<file path="src/rtl/ptw_pkg.sv">
package ptw_pkg;

  localparam int B_PRES  = 0;
  localparam int B_WRITE = 1;
  localparam int B_USER  = 2;
  localparam int B_ACC   = 5;
  localparam int B_DIRTY = 6;
  localparam int B_LARGE = 7;

  localparam logic [31:0] ACC_MASK   = 32'h1 << B_ACC;
  localparam logic [31:0] DIRTY_MASK = 32'h1 << B_DIRTY;

  typedef enum logic [1:0] {
    CAUSE_NONE   = 2'd0,
    CAUSE_ABSENT = 2'd1,
    CAUSE_PROT   = 2'd2
  } cause_e;

  function automatic logic [31:0] dir_entry_addr(input logic [19:0] root, input logic [31:0] va);
    return {root, va[31:22], 2'b00};
  endfunction

  function automatic logic [31:0] tbl_entry_addr(input logic [31:0] dent, input logic [31:0] va);
    return {dent[31:12], va[21:12], 2'b00};
  endfunction

  function automatic logic [31:0] map_small(input logic [19:0] frame, input logic [31:0] va);
    return {frame, va[11:0]};
  endfunction

  function automatic logic [31:0] map_large(input logic [19:0] frame, input logic [31:0] va);
    return {frame[19:10], va[21:0]};
  endfunction

  function automatic logic access_ok(input logic uok, input logic wok,
                                     input logic wr, input logic us);
    return !(us && !uok) && !(wr && !wok);
  endfunction

  function automatic logic needs_final_wb(input logic [31:0] ent, input logic wr);
    return !ent[B_ACC] || (wr && !ent[B_DIRTY]);
  endfunction

endpackage

</file>
<file path="src/rtl/ptw_tlb.sv">
module ptw_tlb
  import ptw_pkg::*;
#(
  parameter int N = 8
) (
  input  logic          clk,
  input  logic          rst_n,
  input  logic          flush,
  input  logic [31:0]   lk_va,
  input  logic          lk_write,
  input  logic          lk_user,
  output logic          lk_hit,
  output logic          lk_hit_ok,
  output logic [((N > 1) ? $clog2(N) : 1)-1:0] lk_idx,
  output logic [31:0]   lk_paddr,
  input  logic          fill_en,
  input  logic          fill_reuse,
  input  logic [((N > 1) ? $clog2(N) : 1)-1:0] fill_idx,
  input  logic [19:0]   fill_vpn,
  input  logic [19:0]   fill_ppn,
  input  logic          fill_large,
  input  logic          fill_uok,
  input  logic          fill_wok,
  input  logic          fill_dirty,
  output logic [N-1:0]  valid_vec
);

  localparam int IW = (N > 1) ? $clog2(N) : 1;

  logic [N-1:0]  vld_q, lrg_q, uok_q, wok_q, drt_q;
  logic [19:0]   tag_q [N];
  logic [19:0]   ppn_q [N];
  logic [IW-1:0] rr_q;
  logic [N-1:0]  match;
  logic [IW-1:0] slot;

  for (genvar g = 0; g < N; g++) begin : g_cmp
    assign match[g] = vld_q[g] &&
                      (lrg_q[g] ? (tag_q[g][19:10] == lk_va[31:22])
                                : (tag_q[g] == lk_va[31:12]));
  end

  always_comb begin
    lk_idx = '0;
    for (int i = N - 1; i >= 0; i--) begin
      if (match[i]) lk_idx = IW'(i);
    end
  end

  assign lk_hit    = |match;
  assign lk_hit_ok = lk_hit && access_ok(uok_q[lk_idx], wok_q[lk_idx], lk_write, lk_user)
                     && (!lk_write || drt_q[lk_idx]);
  assign lk_paddr  = lrg_q[lk_idx] ? map_large(ppn_q[lk_idx], lk_va)
                                   : map_small(ppn_q[lk_idx], lk_va);
  assign slot      = fill_reuse ? fill_idx : rr_q;
  assign valid_vec = vld_q;

  always_ff @(posedge clk) begin
    if (!rst_n) begin
      vld_q <= '0;
      rr_q  <= '0;
    end else if (flush) begin
      vld_q <= '0;
    end else if (fill_en) begin
      vld_q[slot] <= 1'b1;
      if (!fill_reuse) rr_q <= (rr_q == IW'(N - 1)) ? '0 : rr_q + 1'b1;
    end
  end

  always_ff @(posedge clk) begin
    if (fill_en && !flush) begin
      tag_q[slot] <= fill_vpn;
      ppn_q[slot] <= fill_ppn;
      lrg_q[slot] <= fill_large;
      uok_q[slot] <= fill_uok;
      wok_q[slot] <= fill_wok;
      drt_q[slot] <= fill_dirty;
    end
  end

endmodule

</file>
<file path="src/rtl/ptw_walk.sv">
module ptw_walk
  import ptw_pkg::*;
(
  input  logic        clk,
  input  logic        rst_n,
  input  logic        start,
  input  logic [31:0] st_va,
  input  logic        st_write,
  input  logic        st_user,
  input  logic [19:0] st_root,
  output logic        busy,
  output logic        mem_req,
  output logic        mem_we,
  output logic [31:0] mem_addr,
  output logic [31:0] mem_wdata,
  input  logic        mem_rvalid,
  input  logic [31:0] mem_rdata,
  output logic        done,
  output logic        res_fault,
  output cause_e      res_cause,
  output logic [31:0] res_paddr,
  output logic [19:0] fill_vpn,
  output logic [19:0] fill_ppn,
  output logic        fill_large,
  output logic        fill_uok,
  output logic        fill_wok,
  output logic        fill_dirty
);

  typedef enum logic [2:0] {
    W_IDLE, W_DIR_RD, W_DIR_WT, W_TBL_RD, W_TBL_WT, W_DIR_WB, W_TBL_WB, W_DONE
  } wstate_e;

  wstate_e     st_q;
  logic [31:0] va_q, dent_q, tent_q;
  logic [19:0] root_q;
  logic        wr_q, us_q, large_q, fault_q;
  cause_e      cause_q;
  logic        in_ok;
  logic [31:0] final_ent;

  assign in_ok = access_ok(mem_rdata[B_USER], mem_rdata[B_WRITE], wr_q, us_q);

  always_ff @(posedge clk) begin
    if (!rst_n) begin
      st_q    <= W_IDLE;
      va_q    <= '0;
      dent_q  <= '0;
      tent_q  <= '0;
      root_q  <= '0;
      wr_q    <= 1'b0;
      us_q    <= 1'b0;
      large_q <= 1'b0;
      fault_q <= 1'b0;
      cause_q <= CAUSE_NONE;
    end else begin
      case (st_q)
        W_IDLE: if (start) begin
          va_q    <= st_va;
          wr_q    <= st_write;
          us_q    <= st_user;
          root_q  <= st_root;
          large_q <= 1'b0;
          fault_q <= 1'b0;
          cause_q <= CAUSE_NONE;
          st_q    <= W_DIR_RD;
        end
        W_DIR_RD: st_q <= W_DIR_WT;
        W_DIR_WT: if (mem_rvalid) begin
          dent_q <= mem_rdata;
          if (!mem_rdata[B_PRES]) begin
            fault_q <= 1'b1;
            cause_q <= CAUSE_ABSENT;
            st_q    <= W_DONE;
          end else if (!in_ok) begin
            fault_q <= 1'b1;
            cause_q <= CAUSE_PROT;
            st_q    <= W_DONE;
          end else if (mem_rdata[B_LARGE]) begin
            large_q <= 1'b1;
            st_q    <= needs_final_wb(mem_rdata, wr_q) ? W_DIR_WB : W_DONE;
          end else begin
            st_q <= W_TBL_RD;
          end
        end
        W_TBL_RD: st_q <= W_TBL_WT;
        W_TBL_WT: if (mem_rvalid) begin
          tent_q <= mem_rdata;
          if (!mem_rdata[B_PRES]) begin
            fault_q <= 1'b1;
            cause_q <= CAUSE_ABSENT;
            st_q    <= W_DONE;
          end else if (!in_ok) begin
            fault_q <= 1'b1;
            cause_q <= CAUSE_PROT;
            st_q    <= W_DONE;
          end else if (!dent_q[B_ACC]) begin
            st_q <= W_DIR_WB;
          end else if (needs_final_wb(mem_rdata, wr_q)) begin
            st_q <= W_TBL_WB;
          end else begin
            st_q <= W_DONE;
          end
        end
        W_DIR_WB: st_q <= (!large_q && needs_final_wb(tent_q, wr_q)) ? W_TBL_WB : W_DONE;
        W_TBL_WB: st_q <= W_DONE;
        default:  st_q <= W_IDLE;
      endcase
    end
  end

  always_comb begin
    mem_req   = 1'b0;
    mem_we    = 1'b0;
    mem_addr  = '0;
    mem_wdata = '0;
    case (st_q)
      W_DIR_RD: begin
        mem_req  = 1'b1;
        mem_addr = dir_entry_addr(root_q, va_q);
      end
      W_TBL_RD: begin
        mem_req  = 1'b1;
        mem_addr = tbl_entry_addr(dent_q, va_q);
      end
      W_DIR_WB: begin
        mem_req   = 1'b1;
        mem_we    = 1'b1;
        mem_addr  = dir_entry_addr(root_q, va_q);
        mem_wdata = dent_q | ACC_MASK | ((large_q && wr_q) ? DIRTY_MASK : 32'h0);
      end
      W_TBL_WB: begin
        mem_req   = 1'b1;
        mem_we    = 1'b1;
        mem_addr  = tbl_entry_addr(dent_q, va_q);
        mem_wdata = tent_q | ACC_MASK | (wr_q ? DIRTY_MASK : 32'h0);
      end
      default: ;
    endcase
  end

  assign final_ent  = large_q ? dent_q : tent_q;
  assign busy       = (st_q != W_IDLE);
  assign done       = (st_q == W_DONE);
  assign res_fault  = fault_q;
  assign res_cause  = cause_q;
  assign res_paddr  = fault_q ? va_q
                    : (large_q ? map_large(dent_q[31:12], va_q)
                               : map_small(tent_q[31:12], va_q));
  assign fill_vpn   = va_q[31:12];
  assign fill_ppn   = final_ent[31:12];
  assign fill_large = large_q;
  assign fill_uok   = large_q ? dent_q[B_USER]  : (dent_q[B_USER] & tent_q[B_USER]);
  assign fill_wok   = large_q ? dent_q[B_WRITE] : (dent_q[B_WRITE] & tent_q[B_WRITE]);
  assign fill_dirty = wr_q | final_ent[B_DIRTY];

endmodule

</file>
<file path="src/rtl/ptw_xlate.sv">
module ptw_xlate
  import ptw_pkg::*;
#(
  parameter int TLB_N = 8
) (
  input  logic        clk,
  input  logic        rst_n,
  input  logic        pg_en,
  input  logic        base_wr,
  input  logic [19:0] base_frame,
  input  logic        req_valid,
  output logic        req_ready,
  input  logic [31:0] req_addr,
  input  logic        req_write,
  input  logic        req_user,
  output logic        rsp_valid,
  output logic        rsp_fault,
  output logic [1:0]  rsp_cause,
  output logic [31:0] rsp_paddr,
  output logic        mem_req,
  output logic        mem_we,
  output logic [31:0] mem_addr,
  output logic [31:0] mem_wdata,
  input  logic        mem_rvalid,
  input  logic [31:0] mem_rdata
);

  localparam int IW = (TLB_N > 1) ? $clog2(TLB_N) : 1;

  logic [19:0]      root_q;
  logic             accept, walk_start, walk_busy, fill_en;
  logic             tlb_hit, tlb_hit_ok;
  logic [IW-1:0]    tlb_idx, reuse_idx_q;
  logic             reuse_q, kill_q;
  logic [31:0]      tlb_paddr;
  logic [TLB_N-1:0] tlb_valid;

  logic        wk_done, wk_fault;
  cause_e      wk_cause;
  logic [31:0] wk_paddr;
  logic [19:0] f_vpn, f_ppn;
  logic        f_large, f_uok, f_wok, f_dirty;

  assign req_ready  = !walk_busy;
  assign accept     = req_valid && req_ready;
  assign walk_start = accept && pg_en && !tlb_hit_ok;
  assign fill_en    = wk_done && !wk_fault && !kill_q && !base_wr;

  ptw_tlb #(.N(TLB_N)) u_tlb (
    .clk        (clk),
    .rst_n      (rst_n),
    .flush      (base_wr),
    .lk_va      (req_addr),
    .lk_write   (req_write),
    .lk_user    (req_user),
    .lk_hit     (tlb_hit),
    .lk_hit_ok  (tlb_hit_ok),
    .lk_idx     (tlb_idx),
    .lk_paddr   (tlb_paddr),
    .fill_en    (fill_en),
    .fill_reuse (reuse_q),
    .fill_idx   (reuse_idx_q),
    .fill_vpn   (f_vpn),
    .fill_ppn   (f_ppn),
    .fill_large (f_large),
    .fill_uok   (f_uok),
    .fill_wok   (f_wok),
    .fill_dirty (f_dirty),
    .valid_vec  (tlb_valid)
  );

  ptw_walk u_walk (
    .clk        (clk),
    .rst_n      (rst_n),
    .start      (walk_start),
    .st_va      (req_addr),
    .st_write   (req_write),
    .st_user    (req_user),
    .st_root    (root_q),
    .busy       (walk_busy),
    .mem_req    (mem_req),
    .mem_we     (mem_we),
    .mem_addr   (mem_addr),
    .mem_wdata  (mem_wdata),
    .mem_rvalid (mem_rvalid),
    .mem_rdata  (mem_rdata),
    .done       (wk_done),
    .res_fault  (wk_fault),
    .res_cause  (wk_cause),
    .res_paddr  (wk_paddr),
    .fill_vpn   (f_vpn),
    .fill_ppn   (f_ppn),
    .fill_large (f_large),
    .fill_uok   (f_uok),
    .fill_wok   (f_wok),
    .fill_dirty (f_dirty)
  );

  always_ff @(posedge clk) begin
    if (!rst_n) begin
      root_q      <= '0;
      reuse_q     <= 1'b0;
      reuse_idx_q <= '0;
      kill_q      <= 1'b0;
    end else begin
      if (base_wr) root_q <= base_frame;
      if (walk_start) begin
        reuse_q     <= tlb_hit;
        reuse_idx_q <= tlb_idx;
        kill_q      <= 1'b0;
      end else if (base_wr && walk_busy) begin
        kill_q <= 1'b1;
      end
    end
  end

  always_ff @(posedge clk) begin
    if (!rst_n) begin
      rsp_valid <= 1'b0;
      rsp_fault <= 1'b0;
      rsp_cause <= CAUSE_NONE;
      rsp_paddr <= '0;
    end else begin
      rsp_valid <= 1'b0;
      if (accept && !pg_en) begin
        rsp_valid <= 1'b1;
        rsp_fault <= 1'b0;
        rsp_cause <= CAUSE_NONE;
        rsp_paddr <= req_addr;
      end else if (accept && tlb_hit_ok) begin
        rsp_valid <= 1'b1;
        rsp_fault <= 1'b0;
        rsp_cause <= CAUSE_NONE;
        rsp_paddr <= tlb_paddr;
      end else if (wk_done) begin
        rsp_valid <= 1'b1;
        rsp_fault <= wk_fault;
        rsp_cause <= wk_cause;
        rsp_paddr <= wk_paddr;
      end
    end
  end

endmodule

</file>
<file path="config.mk">
export PLATFORM = sky130hd
export DESIGN_NAME = ptw_xlate
export DESIGN_NICKNAME = d
export VERILOG_FILES = /design/src/rtl/ptw_pkg.sv /design/src/rtl/ptw_tlb.sv /design/src/rtl/ptw_walk.sv /design/src/rtl/ptw_xlate.sv
export SDC_FILE = /design/constraint.sdc
export NUM_CORES = 1
export LEC_CHECK = 0
export BUFFER_PORTS_ARGS = -buffer_cell sky130_fd_sc_hd__buf_2
export CAP_MARGIN = 15
export CORE_ASPECT_RATIO = 1.25
export CORE_MARGIN = 2
export CORE_UTILIZATION = 40
export DETAILED_ROUTE_END_ITERATION = 12
export GPL_ROUTABILITY_DRIVEN = 0
export PLACE_DENSITY = 0.54
export SYNTH_ARGS = -nofsm -noshare
export SYNTH_HDL_FRONTEND = slang
export SYNTH_HIERARCHICAL = 1
export SYNTH_SLANG_ARGS = --single-unit
</file>
<file path="constraint.sdc">
create_clock -name clk -period 5.7 [get_ports clk]
set_clock_uncertainty 0.15 [all_clocks]
set_input_delay 0 -clock clk [delete_from_list [all_inputs] [get_ports clk]]
set_output_delay 0 -clock clk [all_outputs]
set_load 0.05 [all_outputs]
</file>
==> flow_metrics.env <==
export IMPL_status="finished, final reports clean"
export IMPL_avgSynthCellArea_sq_um=12.0
export IMPL_pwr_share_comb=0.081
export IMPL_fin_area_sq_mm=0.0298
export IMPL_dp_hpwl_microns=52100
export IMPL_switching_share=0.243
export IMPL_final_min_clock_period_ps=5090
export IMPL_netSwitchingPower_mw=2.07
export IMPL_holdWs_ps=33.0
export IMPL_slew_viol_final=0
export IMPL_slowest_stage="nor4_1"
export IMPL_fmax_ghz=0.196
export IMPL_drt_iter0_drc=1335
export IMPL_grt_overflow=0
export IMPL_final_cell_mix="edfxtp_1, nand2_1, dfxtp_1, buf_2, dlygate4sd3_1"
export IMPL_p_leak_nw=10.9
export IMPL_antenna_found_initial=1
export IMPL_final_common_cell="edfxtp_1"
export IMPL_firstDrtPassIters=5
export IMPL_synthesis_area_sq_mm=0.0254
export IMPL_slew_headroom=0.290
export IMPL_dr_total_vias=18275
export IMPL_cts_buffers=55
export IMPL_place_area_sq_mm=0.0268
export IMPL_clockRootBuffer="clkbuf_16"
export IMPL_ir_drop_v=0.000226
export IMPL_pin_count=195
export IMPL_grt_max_degree=92
export IMPL_core_area_sq_mm=0.0629
export IMPL_setup_slack_ps=608
export IMPL_fp_dieH_microns=285
export IMPL_rows=103
export IMPL_critPathMostFrequentCell="nor4_1"
export IMPL_path_class="reg -> reg"
export IMPL_pwr_density_cell_mw_per_mm2=287
export IMPL_grt_pass1_vias=18018
export IMPL_ys_seq_elements=549
export IMPL_cap_viol_max_count=0
export IMPL_synth_flop_cell="edfxtp_1"
export IMPL_ys_seq_area_frac=0.572
export IMPL_cpPeakStageDelay_ps=570
export IMPL_grt_pass1_wl_microns=120000
export IMPL_grt_usage=0.246
export IMPL_crit_family="simple AND/OR/NAND/NOR gates"
export IMPL_cts_tree="yes"
export IMPL_holdPathStages=4
export IMPL_die_width_microns=229
export IMPL_synth_async_reset_ratio=0
export IMPL_post_route_period_util=0.893
export IMPL_cp_arrival_ps=5440
export IMPL_yosys_warnings=6
export IMPL_ant_nets=0
export IMPL_post_place_ws_ps=684
export IMPL_viasPerCell=5.64
export IMPL_setup_viol=0
export IMPL_n_antenna_cell=0
export IMPL_cp_cell_sequence="xor2_1 > nor4_1 > a41oi_1 > nor4_1 > a221o_1 > a21o_2 > mux2_2 > o21ai_0 > and3_1 > a311oi_4 > nor4bb_2 > and2_2 > buf_12 > a21oi_2 > mux2i_1"
export IMPL_crit_cells=15
export IMPL_path_buf_inv=1
export IMPL_power_internal_mw=6.47
export IMPL_areaGrowthSynthToFinish_pct=17.4
export IMPL_h_tree_depth=2
export IMPL_die_area_sq_mm=0.0654
export IMPL_power_mw=8.54
export IMPL_syn_inst=2108
export IMPL_drt_total_wl_microns=81700
export IMPL_critPathLaunchType="flop"
export IMPL_worst_path_max_fanout=43
export IMPL_clock_path_buffers=3
export IMPL_nets=2445
export IMPL_clkTransAtPathRegs_ps=70
export IMPL_cp_end_kind="flop"
export IMPL_p_seq_frac=0.508
export IMPL_io_buffers=192
export IMPL_finalHoldViolations=0
export IMPL_post_cts_buffers=0
export IMPL_start_util=0.403
export IMPL_reg2reg_depth=15
export IMPL_clock_power_share=0.411
export IMPL_cp_data_required_time_ps=6040
export IMPL_wire_per_inst_microns=25.2
export IMPL_layout_drive_gt1_share=0.180
export IMPL_synth_distinct_cells=80
export IMPL_drc=0
export IMPL_hold_path_class="in -> reg"
export IMPL_tightest_slew_ps=1060
export IMPL_rsz0062_at_grt="false"
export IMPL_clk_latency_ps=610
export IMPL_synth_edff_count=352
export IMPL_clock_sinks=549
export IMPL_tns_ps=0
timing repair:
| action | in CTS | in global routing |
|---|---|---|
| resized for setup | 0 | 0 |
| endpoints found under the hold margin | 170 | 0 |
| hold buffers | 122 | 0 |
metrics by stage:
step	std cells	util
floorplan	2109	-
global placement	3011	0.426
detailed placement	3011	0.426
CTS	3237	0.473
global route	3238	0.474
finish	3238	0.474
cells in the mapped netlist, types with 9 or more instances:
cell type	count	area (sq um)
a211oi_1	33	248
a21boi_1	118	886
a21oi_1	54	270
a22o_1	60	526
a311oi_1	32	280
and4b_1	31	310
and4bb_1	31	388
buf_2	57	285
buf_4	41	308
buf_6	22	248
clkbuf_1	52	195
dfxtp_1	197	3940
edfxtp_1	352	10600
inv_1	11	41.3
mux2_2	68	766
mux2_4	11	165
mux2i_1	112	1120
nand2_1	285	1070
nand2b_1	11	68.8
nand3_1	25	125
nand4_1	32	200
nor2_1	57	214
nor2b_1	35	219
nor3_1	9	45.0
nor4_1	24	150
o211ai_1	14	105
o21ai_0	37	185
o21ai_1	31	155
xnor2_1	93	815
xor2_1	69	604
layout make-up:
type	instances	area, sq um
clock buffer	84	1610
clock inverter	20	121
fill	5817	33100
inverter	11	41.3
multi-input combinational	1373	9860
sequential	549	14500
tap	840	1050
timing repair buffer	361	2580
power by group through the flow:
| stage | clock network, mW | registers, mW | logic (mW) |
|---|---|---|---|
| after floorplan | 0 | 4.44 | 0.381 |
| after global placement | 0 | 4.42 | 0.614 |
| after detailed placement | 0 | 4.42 | 0.619 |
| after CTS | 3.57 | 4.34 | 0.691 |
| after global routing | 3.73 | 4.34 | 0.737 |
| final | 3.51 | 4.34 | 0.694 |
final timing paths:
| kind | from | end | slack [ps] |
|---|---|---|---|
| min reg2reg | root_q[0] | u_walk/root_q[0] | 300 |
| max | u_tlb/tag_q[2][2] | u_walk/res_cause[0] | 610 |
| max reg2reg | u_tlb/tag_q[2][2] | u_walk/res_cause[0] | 610 |
| min | mem_rdata[10] | u_walk/dent_q[10] | 30 |
logic make-up after synthesis:
| logic type | synth area share |
|---|---|
| compound gates | 0.120 |
| simple gates | 0.125 |
| other cells | 0.000148 |
| mux | 0.0831 |
| fa+ha+maj | 0.000987 |
| xor+xnor | 0.0560 |
| buf+inv | 0.0431 |
| flops | 0.572 |
sequential cells by signal, indices dropped and copies added, names as in the netlist, 2 cells and up:
name / cells
u_tlb/rr_q: 3
rsp_paddr: 32
rsp_cause: 2
u_tlb/drt_q: 8
u_tlb/uok_q: 8
u_tlb/wok_q: 8
u_tlb/tag_q: 160
u_tlb/ppn_q: 160
root_q: 20
u_walk/va_q: 32
u_tlb/valid_vec: 8
u_walk/res_cause: 2
u_walk/root_q: 20
u_tlb/lrg_q: 8
u_walk/tent_q: 32
u_walk/dent_q: 32
u_walk/st_q: 3
reuse_idx_q: 3
routing by layer:
layer | vias up | track usage | routed length, microns
met4 | 0 | 0.110 | 3820
met5 | - | 0 | 0
met2 | 669 | 0.414 | 39300
met1 | 9201 | 0.308 | 33500
li1 | 8255 | - | -
met3 | 150 | 0.0461 | 5150
tightest hold or removal path: stages:
cell and delay (ps):
dlygate4sd3_1 530, buf_2 120, nand2_1 50, a21boi_1 50
(Power assumes the default switching activity.)
